**config.mk**
```make
export PLATFORM = sky130hd
export DESIGN_NAME = pm_idle_rst_ctrl
export DESIGN_NICKNAME = d
export VERILOG_FILES = /design/src/rtl/irc_pkg.sv /design/src/rtl/irc_regs.sv /design/src/rtl/irc_rst_seq.sv /design/src/rtl/irc_idle_hs.sv /design/src/rtl/irc_clk_gate.sv /design/src/rtl/pm_idle_rst_ctrl.sv
export SDC_FILE = /design/constraint.sdc
export NUM_CORES = 1
export LEC_CHECK = 0
export ABC_CLOCK_PERIOD_IN_PS = 2600
export BUFFER_PORTS_ARGS = -buffer_cell sky130_fd_sc_hd__buf_2
export CORE_AREA = 2 2 39 41
export CTS_CLUSTER_SIZE = 25
export DETAILED_ROUTE_END_ITERATION = 10
export DIE_AREA = 0 0 41 43
export MAX_ROUTING_LAYER = met4
export PLACE_DENSITY = 0.89
export SYNTH_ARGS = -nofsm -noshare
export SYNTH_HDL_FRONTEND = slang
export SYNTH_SLANG_ARGS = --single-unit
```
**constraint.sdc**
```tcl
create_clock -name clk -period 2.6 [get_ports clk]
set_clock_uncertainty 0.05 [all_clocks]
set_input_delay 0.13 -clock clk [delete_from_list [all_inputs] [get_ports clk]]
set_output_delay 0.13 -clock clk [all_outputs]
set_load 0.02 [all_outputs]
```
**src/rtl/irc_pkg.sv**
```systemverilog
package irc_pkg;
  localparam int REG_W      = 5;
  localparam int B_MODE     = 0;
  localparam int B_CLKACT   = 2;
  localparam int B_AUTOGATE = 3;
  localparam int B_SOFTRST  = 4;

  typedef enum logic [1:0] {
    MODE_FORCE = 2'd0,
    MODE_NEVER = 2'd1,
    MODE_SMART = 2'd2,
    MODE_RSVD  = 2'd3
  } idle_mode_e;

  typedef struct packed {
    logic       auto_gate;
    logic       clk_act;
    idle_mode_e mode;
  } pm_cfg_t;

  localparam pm_cfg_t CFG_DEFAULT = '{auto_gate: 1'b1, clk_act: 1'b0, mode: MODE_SMART};
endpackage

```
**src/rtl/irc_regs.sv**
```systemverilog
module irc_regs
  import irc_pkg::*;
#(
  parameter int ADDR_W = 2
) (
  input  logic              clk,
  input  logic              rst,
  input  logic              core_rst,
  input  logic              rst_done,
  input  logic              wr_en,
  input  logic              rd_en,
  input  logic [ADDR_W-1:0] addr,
  input  logic [REG_W-1:0]  wdata,
  output logic [REG_W-1:0]  rdata,
  output pm_cfg_t           cfg,
  output logic              soft_start
);
  localparam logic [ADDR_W-1:0] A_CFG  = '0;
  localparam logic [ADDR_W-1:0] A_STAT = ADDR_W'(1);

  logic             wr_cfg;
  idle_mode_e       wmode;
  logic [REG_W-1:0] rd_mux;

  assign wr_cfg     = wr_en && (addr == A_CFG) && !core_rst;
  assign soft_start = wr_cfg && wdata[B_SOFTRST];
  assign wmode      = idle_mode_e'(wdata[B_MODE +: 2]);

  always_ff @(posedge clk) begin
    if (rst || soft_start) begin
      cfg <= CFG_DEFAULT;
    end else if (wr_cfg) begin
      cfg.auto_gate <= wdata[B_AUTOGATE];
      cfg.clk_act   <= wdata[B_CLKACT];
      if (wmode != MODE_RSVD) cfg.mode <= wmode;
    end
  end

  always_comb begin
    rd_mux = '0;
    if (addr == A_CFG) begin
      rd_mux[B_MODE +: 2] = cfg.mode;
      rd_mux[B_CLKACT]    = cfg.clk_act;
      rd_mux[B_AUTOGATE]  = cfg.auto_gate;
    end else if (addr == A_STAT) begin
      rd_mux[0] = rst_done;
    end
  end

  always_ff @(posedge clk) begin
    if (rst)        rdata <= '0;
    else if (rd_en) rdata <= rd_mux;
  end
endmodule

```
**src/rtl/irc_rst_seq.sv**
```systemverilog
module irc_rst_seq #(
  parameter int RST_CYCLES = 4
) (
  input  logic clk,
  input  logic rst,
  input  logic start,
  output logic core_rst,
  output logic rst_done
);
  localparam int             CNT_W = $clog2(RST_CYCLES + 1);
  localparam logic [CNT_W-1:0] INIT = CNT_W'(RST_CYCLES - 1);

  logic [CNT_W-1:0] cnt_q;

  always_ff @(posedge clk) begin
    if (rst) begin
      core_rst <= 1'b1;
      cnt_q    <= INIT;
      rst_done <= 1'b0;
    end else begin
      if (start && !core_rst) begin
        core_rst <= 1'b1;
        cnt_q    <= INIT;
      end else if (core_rst) begin
        if (cnt_q == '0) core_rst <= 1'b0;
        else             cnt_q    <= cnt_q - 1'b1;
      end
      rst_done <= !core_rst && !start;
    end
  end
endmodule

```
**src/rtl/irc_idle_hs.sv**
```systemverilog
module irc_idle_hs
  import irc_pkg::*;
(
  input  logic       clk,
  input  logic       rst,
  input  logic       core_rst,
  input  idle_mode_e mode,
  input  logic       idle_req,
  input  logic       core_busy,
  output logic       idle_ack
);
  logic ack_nxt;

  always_comb begin
    unique case (mode)
      MODE_FORCE: ack_nxt = idle_req;
      MODE_NEVER: ack_nxt = 1'b0;
      MODE_SMART: ack_nxt = idle_req && (idle_ack || !core_busy);
      default:    ack_nxt = 1'b0;
    endcase
  end

  always_ff @(posedge clk) begin
    if (rst || core_rst) idle_ack <= 1'b0;
    else                 idle_ack <= ack_nxt;
  end
endmodule

```
**src/rtl/irc_clk_gate.sv**
```systemverilog
module irc_clk_gate (
  input  logic clk,
  input  logic rst,
  input  logic core_rst,
  input  logic idle_ack,
  input  logic clk_act,
  input  logic auto_gate,
  input  logic bus_access,
  output logic clk_en
);
  always_ff @(posedge clk) begin
    if (rst || core_rst) clk_en <= 1'b1;
    else if (idle_ack)   clk_en <= clk_act;
    else                 clk_en <= !auto_gate || bus_access;
  end
endmodule

```
**src/rtl/pm_idle_rst_ctrl.sv**
```systemverilog
module pm_idle_rst_ctrl
  import irc_pkg::*;
#(
  parameter int ADDR_W     = 2,
  parameter int RST_CYCLES = 4
) (
  input  logic              clk,
  input  logic              rst,
  input  logic              wr_en,
  input  logic              rd_en,
  input  logic [ADDR_W-1:0] addr,
  input  logic [REG_W-1:0]  wdata,
  output logic [REG_W-1:0]  rdata,
  input  logic              idle_req,
  input  logic              core_busy,
  output logic              idle_ack,
  output logic              core_rst,
  output logic              rst_done,
  output logic              clk_en
);
  pm_cfg_t cfg;
  logic    soft_start;

  irc_regs #(.ADDR_W(ADDR_W)) u_regs (
    .clk(clk), .rst(rst), .core_rst(core_rst), .rst_done(rst_done),
    .wr_en(wr_en), .rd_en(rd_en), .addr(addr), .wdata(wdata),
    .rdata(rdata), .cfg(cfg), .soft_start(soft_start)
  );

  irc_rst_seq #(.RST_CYCLES(RST_CYCLES)) u_seq (
    .clk(clk), .rst(rst), .start(soft_start),
    .core_rst(core_rst), .rst_done(rst_done)
  );

  irc_idle_hs u_hs (
    .clk(clk), .rst(rst), .core_rst(core_rst), .mode(cfg.mode),
    .idle_req(idle_req), .core_busy(core_busy), .idle_ack(idle_ack)
  );

  irc_clk_gate u_gate (
    .clk(clk), .rst(rst), .core_rst(core_rst), .idle_ack(idle_ack),
    .clk_act(cfg.clk_act), .auto_gate(cfg.auto_gate),
    .bus_access(wr_en || rd_en), .clk_en(clk_en)
  );
endmodule

```
==> flow_summary.yaml <==
floorplan:
  initial_standard_cell_utilization_of_the_core_pct: 46.7
  width_of_the_die_um: 41
  die_h_um: 43
  coreArea_um2: 1380
  die_area_um2: 1760
  num_rows: 14
  io_pins: 22
synth:
  synthesis.nets: 85
  yosysTopAreaCellShare_pct: 46.5
  syn_avg_cell_area_um2: 9.22
  synth_cells: 70
  syn_area_um2: 646
  ys_seq_area_share_pct: 46.5
  yosysTopAreaCell: "sky130_fd_sc_hd__dfxtp_1"
  yosys_warnings: 0
  post_synth_num_cell_types: 25
  netlist_top_cells_area: "sky130_fd_sc_hd__dfxtp_1 47%, sky130_fd_sc_hd__nor2_1 4.7%, sky130_fd_sc_hd__a21oi_1 3.9%"
  synth_seq_cells: 15
placed_design:
  detailed_place.area_um2: 751
  numPortBuffers: 20
  dp_hpwl_um: 1040
  routabilityCongestion: 0.712
sta:
  fmax_mhz: 698
  slew-limit-headroom_pct: 65.8
  hold_viol_final: 0
  worst_pin_slew_ns: 0.511
  fin_tns_setup_ns: 0
  final_max_slew_viol_count: 0
  grt_setup_unrepaired: "false"
  final_cycle_utilization_of_the_critical_path_pct: 55.1
  post_route_minimum_period_ns: 1.43
  final-setup-viol-count: 0
global_route:
  via_count_of_the_first_global_routing_pass: 527
  grt_antenna_before_repair: 0
  grt_overflow: 0
  first_pass_grt_wire_length_um: 1990
  groute.usage.overall_pct: 16.9
  pin_count_of_the_biggest_net_entering_global_routing: 11
setup_path:
  worst-endpoint-required_ns: 2.74
  crit_fanout: 3
  critPathKind: "flop to flop"
  crit_end: "u_seq.cnt_q[2]"
  worst_r2r_path_depth: 6
  ff_to_ff_setup_slack_ns: 1.17
  rr_endpoint: "u_seq.cnt_q[2]"
  worst_setup_path_start_kind: "flop"
  crit_start: "u_seq.cnt_q[0]"
  worstPathArrival_ns: 1.57
  reg_to_reg_critical_path_startpoint: "u_seq.cnt_q[0]"
  timing.critical_path.to_type: "flop"
detailed_routing:
  vias_per_cell: 5.14
  drt_first_iter_violations: 3
  route.vias.total: 550
  finalWirelength_um: 1270
  number_of_remaining_drc_errors: 0
  drtAntennaViolNets: 0
  detail_route.wl_per_cell_um: 11.8
  detailedRoute.firstPassIterationCount: 2
outcome:
  outcome: "finished, final reports clean"
pwr:
  power_leakage_nw: 0.360
  pwr_density_cell_nw_per_um2: 682
  ir_worst_vdd_mv: 0.341
worst_hold_path:
  min_path_type: "input pin to flop"
clocking:
  cts_tree: "done"
  clock_sink_count: 15
  clockBufferDepth: 2
  cts_hold_buf: 0
  post_cts_setup_buffers: 0
  worst_path_clk_slew_ns: 0.08
  cts-resized-gates: 0
  h-tree-depth: 1
  clk_root_buffer_cell: "sky130_fd_sc_hd__clkbuf_4"
  worst_skew_pair.late_latency_ns: 0.27
  cts_inserted_buffers: 3
layout:
  area_delta_synth_final_pct: 20.3
  fraction_of_final_layout_cells_sized_beyond_drive_strength_1_pct: 28.6
  antenna-diode-count: 0
  total_nets_final: 107
  stdcell_area_um2: 777
  num-fill-cells: 135
job:
  max_cap_viol_count: 0
power by group:
group          total, mW  internal [mW]  switching [mW]
sequential         0.279          0.259          0.0202
clock              0.126         0.0594          0.0669
combinational      0.125         0.0580          0.0666
total              0.530          0.376           0.154
logic make-up after synthesis:
group,after synthesis,synth area share [%]
flip-flops,15,46.5
AND/OR/NAND/NOR,27,24.4
multiplexers,3,4.84
adder cells (fa/ha/maj),2,3.88
buffers and inverters,8,5.23
AO/OA/AOI/OAI,13,13.2
other,1,0.581
XOR/XNOR,1,1.36
cell usage in the layout, fill, tap and decap left out:
cell and count:
sky130_fd_sc_hd__a21o_1 1, sky130_fd_sc_hd__mux2i_1 2, sky130_fd_sc_hd__a21oi_1 5, sky130_fd_sc_hd__ha_1 2, sky130_fd_sc_hd__nor2_1 8, sky130_fd_sc_hd__o211ai_1 1, sky130_fd_sc_hd__nor2b_1 3, sky130_fd_sc_hd__nand2b_1 4
sky130_fd_sc_hd__nor4b_1 1, sky130_fd_sc_hd__or2b_1 1, sky130_fd_sc_hd__a211oi_2 1, sky130_fd_sc_hd__dfxtp_1 15, sky130_fd_sc_hd__nor4bb_1 1, sky130_fd_sc_hd__o21ai_0 1, sky130_fd_sc_hd__clkbuf_4 3, sky130_fd_sc_hd__conb_1 1
sky130_fd_sc_hd__inv_1 5, sky130_fd_sc_hd__nand3_1 3, sky130_fd_sc_hd__nor4b_4 1, sky130_fd_sc_hd__clkbuf_1 1, sky130_fd_sc_hd__a211oi_1 2, sky130_fd_sc_hd__buf_2 20, sky130_fd_sc_hd__xnor2_1 1, sky130_fd_sc_hd__a31oi_1 2
sky130_fd_sc_hd__mux2_2 1, sky130_fd_sc_hd__nand2_1 5
cell type report:
class	count	area (µm²)	area share, %
multi-input combinational	47	312	40.1
clock buffer	4	26.3	3.38
tap	16	20.0	2.58
inverter	5	18.8	2.42
timing repair buffer	20	100	12.9
sequential	15	300	38.6
through the flow:
step	total power, mW	hold slack (ns)	utilization, %	instances	setup slack, ns
6_report	0.530	0.0239	56.1	107	1.17
5_1_grt	0.565	0.0118	56.1	107	1.06
4_1_cts	0.539	0.0187	56.1	107	1.15
3_5_place_dp	0.412	0.307	54.2	103	1.17
3_3_place_gp	0.402	0.299	54.2	103	1.23
2_1_floorplan	0.373	0.208	-	70	1.25
routing by layer:
layer  routed length, µm  global-route usage [%]  up-vias
met5                   0                       -        -
met4                   5                    8.00        0
met3                  65                    3.14        2
met2                 698                    29.4       12
met1                 496                    16.8      257
li1                    -                       -      279
synthesized netlist by cell type:
cell type and number:
sky130_fd_sc_hd__clkbuf_1 2, sky130_fd_sc_hd__nand2b_1 4, sky130_fd_sc_hd__nor2_1 8, sky130_fd_sc_hd__nand2_1 5, sky130_fd_sc_hd__nor4bb_1 1, sky130_fd_sc_hd__xnor2_1 1, sky130_fd_sc_hd__a21oi_1 5, sky130_fd_sc_hd__mux2_2 1
sky130_fd_sc_hd__buf_4 1, sky130_fd_sc_hd__a211oi_1 2, sky130_fd_sc_hd__o211ai_1 1, sky130_fd_sc_hd__ha_1 2, sky130_fd_sc_hd__nor4b_1 1, sky130_fd_sc_hd__o21ai_0 1, sky130_fd_sc_hd__a21o_1 1, sky130_fd_sc_hd__nor2b_1 3
sky130_fd_sc_hd__nor4b_4 1, sky130_fd_sc_hd__a31oi_1 2, sky130_fd_sc_hd__a211oi_2 1, sky130_fd_sc_hd__mux2i_1 2, sky130_fd_sc_hd__nand3_1 3, sky130_fd_sc_hd__inv_1 5, sky130_fd_sc_hd__conb_1 1, sky130_fd_sc_hd__dfxtp_1 15
sky130_fd_sc_hd__or2b_1 1
sequential cells by signal (all words and copies together), names as in the netlist:
signal	cells
u_gate.clk_en	1
u_hs.idle_ack	1
u_regs.cfg	4
u_regs.rdata	4
u_seq.cnt_q	3
u_seq.core_rst	1
u_seq.rst_done	1
critical path, stage by stage, from the launching register on:
cell                       delay (ns)
sky130_fd_sc_hd__dfxtp_1         0.36
sky130_fd_sc_hd__inv_1           0.05
sky130_fd_sc_hd__ha_1            0.19
sky130_fd_sc_hd__ha_1            0.19
sky130_fd_sc_hd__nor2b_1         0.22
sky130_fd_sc_hd__nor2_1          0.06
sky130_fd_sc_hd__a211oi_1        0.22
worst min path at each step:
stage	startpoint	to	slack, ns	cells past startpoint
after detailed placement	wdata[3]	u_regs.cfg[3]	0.31	3
final	wdata[3]	u_regs.cfg[3]	0.02	3
after global placement	wdata[3]	u_regs.cfg[3]	0.30	3
after global routing	wdata[3]	u_regs.cfg[3]	0.01	3
after floorplan	wdata[3]	u_regs.cfg[3]	0.21	2
after CTS	wdata[3]	u_regs.cfg[3]	0.02	3
No activity file was read; power rests on OpenSTA's default activity.
